[config.mk]
export PLATFORM = sky130hd
export DESIGN_NAME = lcd_pixel_packer
export DESIGN_NICKNAME = d
export VERILOG_FILES = /design/src/rtl/lpp_pkg.sv /design/src/rtl/lpp_cfg_decode.sv /design/src/rtl/lpp_formatter.sv /design/src/rtl/lcd_pixel_packer.sv
export SDC_FILE = /design/constraint.sdc
export NUM_CORES = 1
export LEC_CHECK = 0
export BUFFER_PORTS_ARGS = -buffer_cell sky130_fd_sc_hd__buf_2
export CAP_MARGIN = 5
export CORE_MARGIN = 2
export CORE_UTILIZATION = 54
export DETAILED_ROUTE_END_ITERATION = 8
export GPL_TIMING_DRIVEN = 0
export HOLD_SLACK_MARGIN = 0.1
export MAX_ROUTING_LAYER = met4
export PLACE_DENSITY = 0.86
export SYNTH_ARGS = -nofsm -noshare
export SYNTH_HDL_FRONTEND = slang
export SYNTH_SLANG_ARGS = --single-unit
[constraint.sdc]
create_clock -name clk -period 7 [get_ports clk]
set_input_delay 1.05 -clock clk [delete_from_list [all_inputs] [get_ports clk]]
set_output_delay 1.05 -clock clk [all_outputs]
set_load 0.05 [all_outputs]
[src/rtl/lpp_pkg.sv]
package lpp_pkg;
  localparam int WORD_W = 32;
  localparam int PIX_W  = 24;
  localparam int IDX_W  = 2;

  typedef enum logic [1:0] {
    BUS16 = 2'd0,
    BUS8  = 2'd1,
    BUS18 = 2'd2,
    BUS24 = 2'd3
  } bus_e;

  localparam logic [1:0] WL_HALF = 2'd0;
  localparam logic [1:0] WL_FULL = 2'd3;
  localparam logic [3:0] MASK_HALF = 4'hF;
  localparam logic [3:0] MASK_FULL = 4'h7;

  typedef struct packed {
    logic             err;
    logic             full_px;
    logic [IDX_W-1:0] last_idx;
  } plan_t;
endpackage

[src/rtl/lpp_cfg_decode.sv]
module lpp_cfg_decode
  import lpp_pkg::*;
(
  input  logic [1:0] word_len,
  input  logic [3:0] byte_mask,
  input  logic       reduce18,
  input  logic [1:0] bus_code,
  output plan_t      plan
);
  logic half_ok, full_ok, narrow;

  always_comb begin
    half_ok = (word_len == WL_HALF) && (byte_mask == MASK_HALF);
    full_ok = (word_len == WL_FULL) && (byte_mask == MASK_FULL);
    narrow  = (bus_code == BUS16) || (bus_code == BUS18);
    plan.full_px = full_ok;
    plan.err = !(half_ok || full_ok)
             || (full_ok && bus_code == BUS8)
             || (full_ok && !reduce18 && narrow);
    if (full_ok)                 plan.last_idx = '0;
    else if (bus_code == BUS8)   plan.last_idx = IDX_W'(3);
    else                         plan.last_idx = IDX_W'(1);
  end
endmodule

[src/rtl/lpp_formatter.sv]
module lpp_formatter
  import lpp_pkg::*;
(
  input  logic [WORD_W-1:0] word,
  input  logic [IDX_W-1:0]  idx,
  input  logic              full_px,
  input  logic              reduce18,
  input  logic [1:0]        bus_code,
  output logic [PIX_W-1:0]  pix
);
  localparam int NBYTES = WORD_W / 8;
  localparam int NHALF  = WORD_W / 16;

  logic [7:0]  byte_sel [NBYTES];
  logic [15:0] half_sel [NHALF];
  logic [5:0]  r6, g6, b6;

  genvar gi;
  generate
    for (gi = 0; gi < NBYTES; gi++) begin : g_bytes
      assign byte_sel[gi] = word[8*gi +: 8];
    end
    for (gi = 0; gi < NHALF; gi++) begin : g_halves
      assign half_sel[gi] = word[16*gi +: 16];
    end
  endgenerate

  always_comb begin
    r6  = word[21:16];
    g6  = word[13:8];
    b6  = word[5:0];
    pix = '0;
    if (!full_px) begin
      if (bus_code == BUS8) pix[7:0]  = byte_sel[idx];
      else                  pix[15:0] = half_sel[idx[0]];
    end else if (reduce18) begin
      if (bus_code == BUS16) pix[15:0] = {r6[5:1], g6, b6[5:1]};
      else                   pix[17:0] = {r6, g6, b6};
    end else begin
      pix = word[PIX_W-1:0];
    end
  end
endmodule

[src/rtl/lcd_pixel_packer.sv]
module lcd_pixel_packer
  import lpp_pkg::*;
(
  input  logic        clk,
  input  logic        rst_n,
  input  logic [1:0]  word_len,
  input  logic [3:0]  byte_mask,
  input  logic        reduce18,
  input  logic [1:0]  bus_code,
  input  logic        in_valid,
  output logic        in_ready,
  input  logic [31:0] in_word,
  output logic        pix_valid,
  input  logic        pix_ready,
  output logic [23:0] pix_data,
  output logic        cfg_err
);
  plan_t             plan;
  logic              held;
  logic [WORD_W-1:0] word_q;
  logic [IDX_W-1:0]  idx_q;
  logic              last_beat, take_in, take_out;

  lpp_cfg_decode u_cfg (
    .word_len (word_len),
    .byte_mask(byte_mask),
    .reduce18 (reduce18),
    .bus_code (bus_code),
    .plan     (plan)
  );

  lpp_formatter u_fmt (
    .word    (word_q),
    .idx     (idx_q),
    .full_px (plan.full_px),
    .reduce18(reduce18),
    .bus_code(bus_code),
    .pix     (pix_data)
  );

  assign cfg_err   = plan.err;
  assign last_beat = (idx_q == plan.last_idx);
  assign pix_valid = held && !plan.err;
  assign take_out  = pix_valid && pix_ready;
  assign in_ready  = !plan.err && (!held || (last_beat && pix_ready));
  assign take_in   = in_valid && in_ready;

  always_ff @(posedge clk or negedge rst_n) begin
    if (!rst_n) begin
      held  <= 1'b0;
      idx_q <= '0;
    end else if (plan.err) begin
      held  <= 1'b0;
      idx_q <= '0;
    end else if (take_in) begin
      held  <= 1'b1;
      idx_q <= '0;
    end else if (take_out) begin
      if (last_beat) held <= 1'b0;
      else           idx_q <= idx_q + 1'b1;
    end
  end

  always_ff @(posedge clk) begin
    if (take_in) word_q <= in_word;
  end

  // a stalled beat keeps its value
  a_r9_hold_stable: assert property (@(posedge clk) disable iff (!rst_n || cfg_err)
    pix_valid && !pix_ready |=> pix_valid && $stable(pix_data));

  // a new word enters only while the output side drains the last beat or is empty
  a_r8_ready_gated: assert property (@(posedge clk) disable iff (!rst_n)
    in_ready && held |-> pix_ready && last_beat);

  // an illegal setting leaves nothing pending
  a_r7_err_quiet: assert property (@(posedge clk) disable iff (!rst_n)
    cfg_err |=> !held);

  // 8 line bus keeps upper lines low
  a_r6_zero_upper: assert property (@(posedge clk) disable iff (!rst_n)
    pix_valid && bus_code == BUS8 |-> pix_data[23:8] == 16'h0);

  // the first halfword of a packed pair is followed by the second
  a_r1_second_follows: assert property (@(posedge clk) disable iff (!rst_n || cfg_err)
    take_out && !last_beat |=> pix_valid);
endmodule

==> key figures <==
Power
  – Cell Pwr Density: 163.7 nW/um2
  – Switching Fraction: 25.08%
  – Internal: 316.7 uW
  – Peak VDD IR: 0.0001419 V
  – Power consumption: 422.7 uW
  – NetSw: 106.0 uW
  – Sequential power share: 54.6%
  – LEAKAGE: 1.007 nW
  – Clock share of power: 34.1%
  – Logic pwr share: 11.3%

Clock tree
  – TritonCTS clock tree: done
  – Setup Fix Bufs, Post-CTS: 0
  – Hold-fix buffers, CTS: 0
  – Post-CTS sizing: 0
  – CTS buffer count: 5
  – Reg clk slew, reported paths: 0.07 ns
  – Sink Count: 35
  – Clk_lat worst skew: 0.29 ns
  – Clock tree buffer depth: 2
  – Root buffer cell: clkbuf_8
  – CTS H-tree depth: 2

Worst setup path
  – Largest stage delay on the critical path: 0.72 ns
  – Reg2reg end: word_q[25]
  – Worst Setup SP: byte_mask[1]
  – CP dominant cell by count: buf_2
  – Worst setup EP type: output pin
  – Worst-path cell chain: buf_2 > nand3_2 > nor4_1 > a21o_1 > a22oi_1 > nand2_1 > buf_2
  – Reg2Reg Setup Slack: 4.40 ns
  – R2r startpoint: idx_q[1]
  – Setup crit start kind: primary input
  – CP Max Fanout: 7
  – Critical path data arrival time: 2.79 ns
  – Critical Path Slowest Stage Cell: nor4_1
  – Worst Reg2Reg Path Length in Cells: 5
  – CP Data Required Time: 5.95 ns
  – Setup Crit Path Kind: primary input to output pin

Global routing
  – Largest net degree at the start of global routing: 16
  – Initial antenna violation count: 0
  – GRT overflow: 0
  – Vias in the first global route: 1696
  – Gr usage total: 25.84%
  – First-pass GRT wire length: 8.010 mm

Routing
  – Total number of vias: 1858
  – DRT antenna net count: 0
  – Total wire length: 5.069 mm
  – Pre-antenna DRT Iters: 4
  – WL/cell: 15.79 um
  – Initial drt markers: 225
  – DRC Markers: 0
  – Vias per std cell: 5.788

Synth
  – Yosys cell types: 41
  – Top area cells in the synthesized netlist: edfxtp_1 47%, mux2i_1 8.3%, nand2_1 4.6%, dfrtp_1 3.7%, o211ai_1 3.3%
  – Syn nets: 237
  – Mean Syn Cell Area: 10.68 um2
  – Register bit total from synthesis: 35
  – Leading area contributor after synthesis: edfxtp_1
  – Sequential cell area fraction in the yosys report: 50.52%
  – Synth top area share: 46.86%
  – Synthesized area: 2051 um2
  – Post-Syn Instances: 192
  – Synth warnings: 0

Cells and area
  – Share of cells above drive strength 1: 34.43%
  – Synthesis-to-layout area growth: 25.93%
  – Net count of the finished layout: 317
  – # fillers: 304
  – Antenna cell count: 0
  – Finished Layout Cells: 321

Place
  – Setup slack at placement: 3.185 ns
  – Post-Place Cells: 313
  – Global placement routability congestion: 0.9572
  – I/O Buffers: 71
  – DP Wirelength: 3.881 mm

Timing
  – Final setup fails: 0
  – Min Tclk post-route: 3.841 ns
  – Setup TNS: 0 ns
  – Slew @ Worst Pin: 0.8545 ns
  – Final hold viol count: 0
  – Slew HR: 42.78%
  – Fmax: 260.3 MHz
  – Part of the cycle the worst path needs: 54.88%
  – Clk_skew: 0.006744 ns
  – Hold Slack: 0.5387 ns
  – RSZ-0062 raised after global routing: false
  – Pins Over Slew Limit: 0
  – Final WS setup: 3.159 ns

Floorplanning
  – Cell Rows: 22
  – CORE AREA: 3661 um2
  – Initial Utilization: 56.02%
  – Die X: 65.63 um
  – Die Footprint: 4307 um2
  – Die Height: 65.63 um
  – Ports: 72

Worst hold path
  – Worst Hold Class: primary input to async pin

Outcome
  – Status: complete, no violations

Flow run
  – Max Cap Violations: 0
[power groups by stage]
stage / sequential, mW / combinational [mW] / clock, mW
global placement: 0.235 / 0.0458 / 0
floorplan: 0.235 / 0.0264 / 0
detailed placement: 0.235 / 0.0474 / 0
CTS: 0.231 / 0.0478 / 0.148
global route: 0.231 / 0.0520 / 0.156
finish: 0.231 / 0.0477 / 0.144
[logic make-up after synthesis]
| kind of cell | after synthesis | synth area share [%] |
|---|---|---|
| AO/OA/AOI/OAI | 53 | 19.16 |
| buffers and inverters | 16 | 3.477 |
| flip-flops | 35 | 50.52 |
| XOR/XNOR | 1 | 0.4272 |
| AND/OR/NAND/NOR | 69 | 17.57 |
| multiplexers | 18 | 8.847 |
[state kept, by name, summed over array words and instances, names as in the netlist]
register	count
idx_q	2
word_q	32
held	1
[layout make-up]
type                       instances  area [um2]  area share, %
timing repair buffer              73       377.9          14.63
clock buffer                       5       68.82          2.665
inverter                           3       11.26         0.4360
multi-input combinational        141       948.4          36.72
tap                               48       60.06          2.326
clock inverter                     3       20.02         0.7752
sequential                        35        1036          40.12
buffer                            13       60.06          2.326
[metrics by stage]
step                utilization [%]  instance area (um2)
global route                  70.54                 2582
global placement              67.36                 2466
floorplan                         -                 2051
CTS                           70.54                 2582
finish                        70.54                 2582
detailed placement            68.11                 2494
[worst max path at each step]
stage                  end  slack, ns  depth (start not counted)
6_report       pix_data[6]       3.16                          7
5_1_grt        pix_data[6]       2.98                          7
4_1_cts        pix_data[6]       3.18                          7
3_5_place_dp   pix_data[6]       3.19                          7
3_3_place_gp     word_q[9]       1.18                          6
2_1_floorplan    word_q[0]       2.06                          5
[routing by layer]
metal / vias to the layer above / wire length (um) / track usage, %
met1: 851 / 1994 / 30.67
li1: 895 / - / -
met3: 9 / 517 / 5.993
met5: - / 0 / -
met4: 0 / 92 / 9.896
met2: 103 / 2465 / 42.80
[cells in the mapped netlist]
cell type and count:
nand3_2 1, buf_1 1, xnor2_1 1, dfrtp_1 3, and2_1 6, o32ai_4 1
nand2_1 25, o21ai_1 1, a21o_1 1, or4_1 1, a221o_1 6, a21oi_1 11
nand2b_1 4, buf_6 1, nor4_1 1, nor3b_1 2, nor2_1 8, nor2b_1 2
nor3_4 1, nor3_1 7, inv_1 3, nor4b_1 1, and3_1 1, mux2_2 1
a31o_2 1, or3_4 1, o211a_1 1, clkbuf_1 8, o211ai_1 9, a22oi_1 2
edfxtp_1 32, o31ai_1 2, o21ai_0 7, and3b_1 1, mux2i_1 17, buf_2 3
a31oi_1 8, o22ai_1 1, nand3_1 6, or2_2 1, a2111oi_2 2
[cells in the final DEF (no fill, tap or decap), types with 3 or more instances in the layout]
master    instances
edfxtp_1         32
and2_1            6
a31oi_1           8
nor3_1            7
nor2_1            8
a221o_1           6
clkbuf_1          8
buf_2            74
inv_1             3
nand3_1           6
a21oi_1          11
nand2_1          25
clkbuf_8          5
mux2i_1          17
o21ai_0           7
dfrtp_1           3
o211ai_1          9
buf_6             3
nand2b_1          4
[worst max-delay path: cells and delay by family]
kind                   cells  cell delay [ns]
buffers and inverters      2             0.35
and+or+nand+nor            3             0.96
AOI/OAI and AO/OA          2             0.43
(Power assumes the default switching activity.)
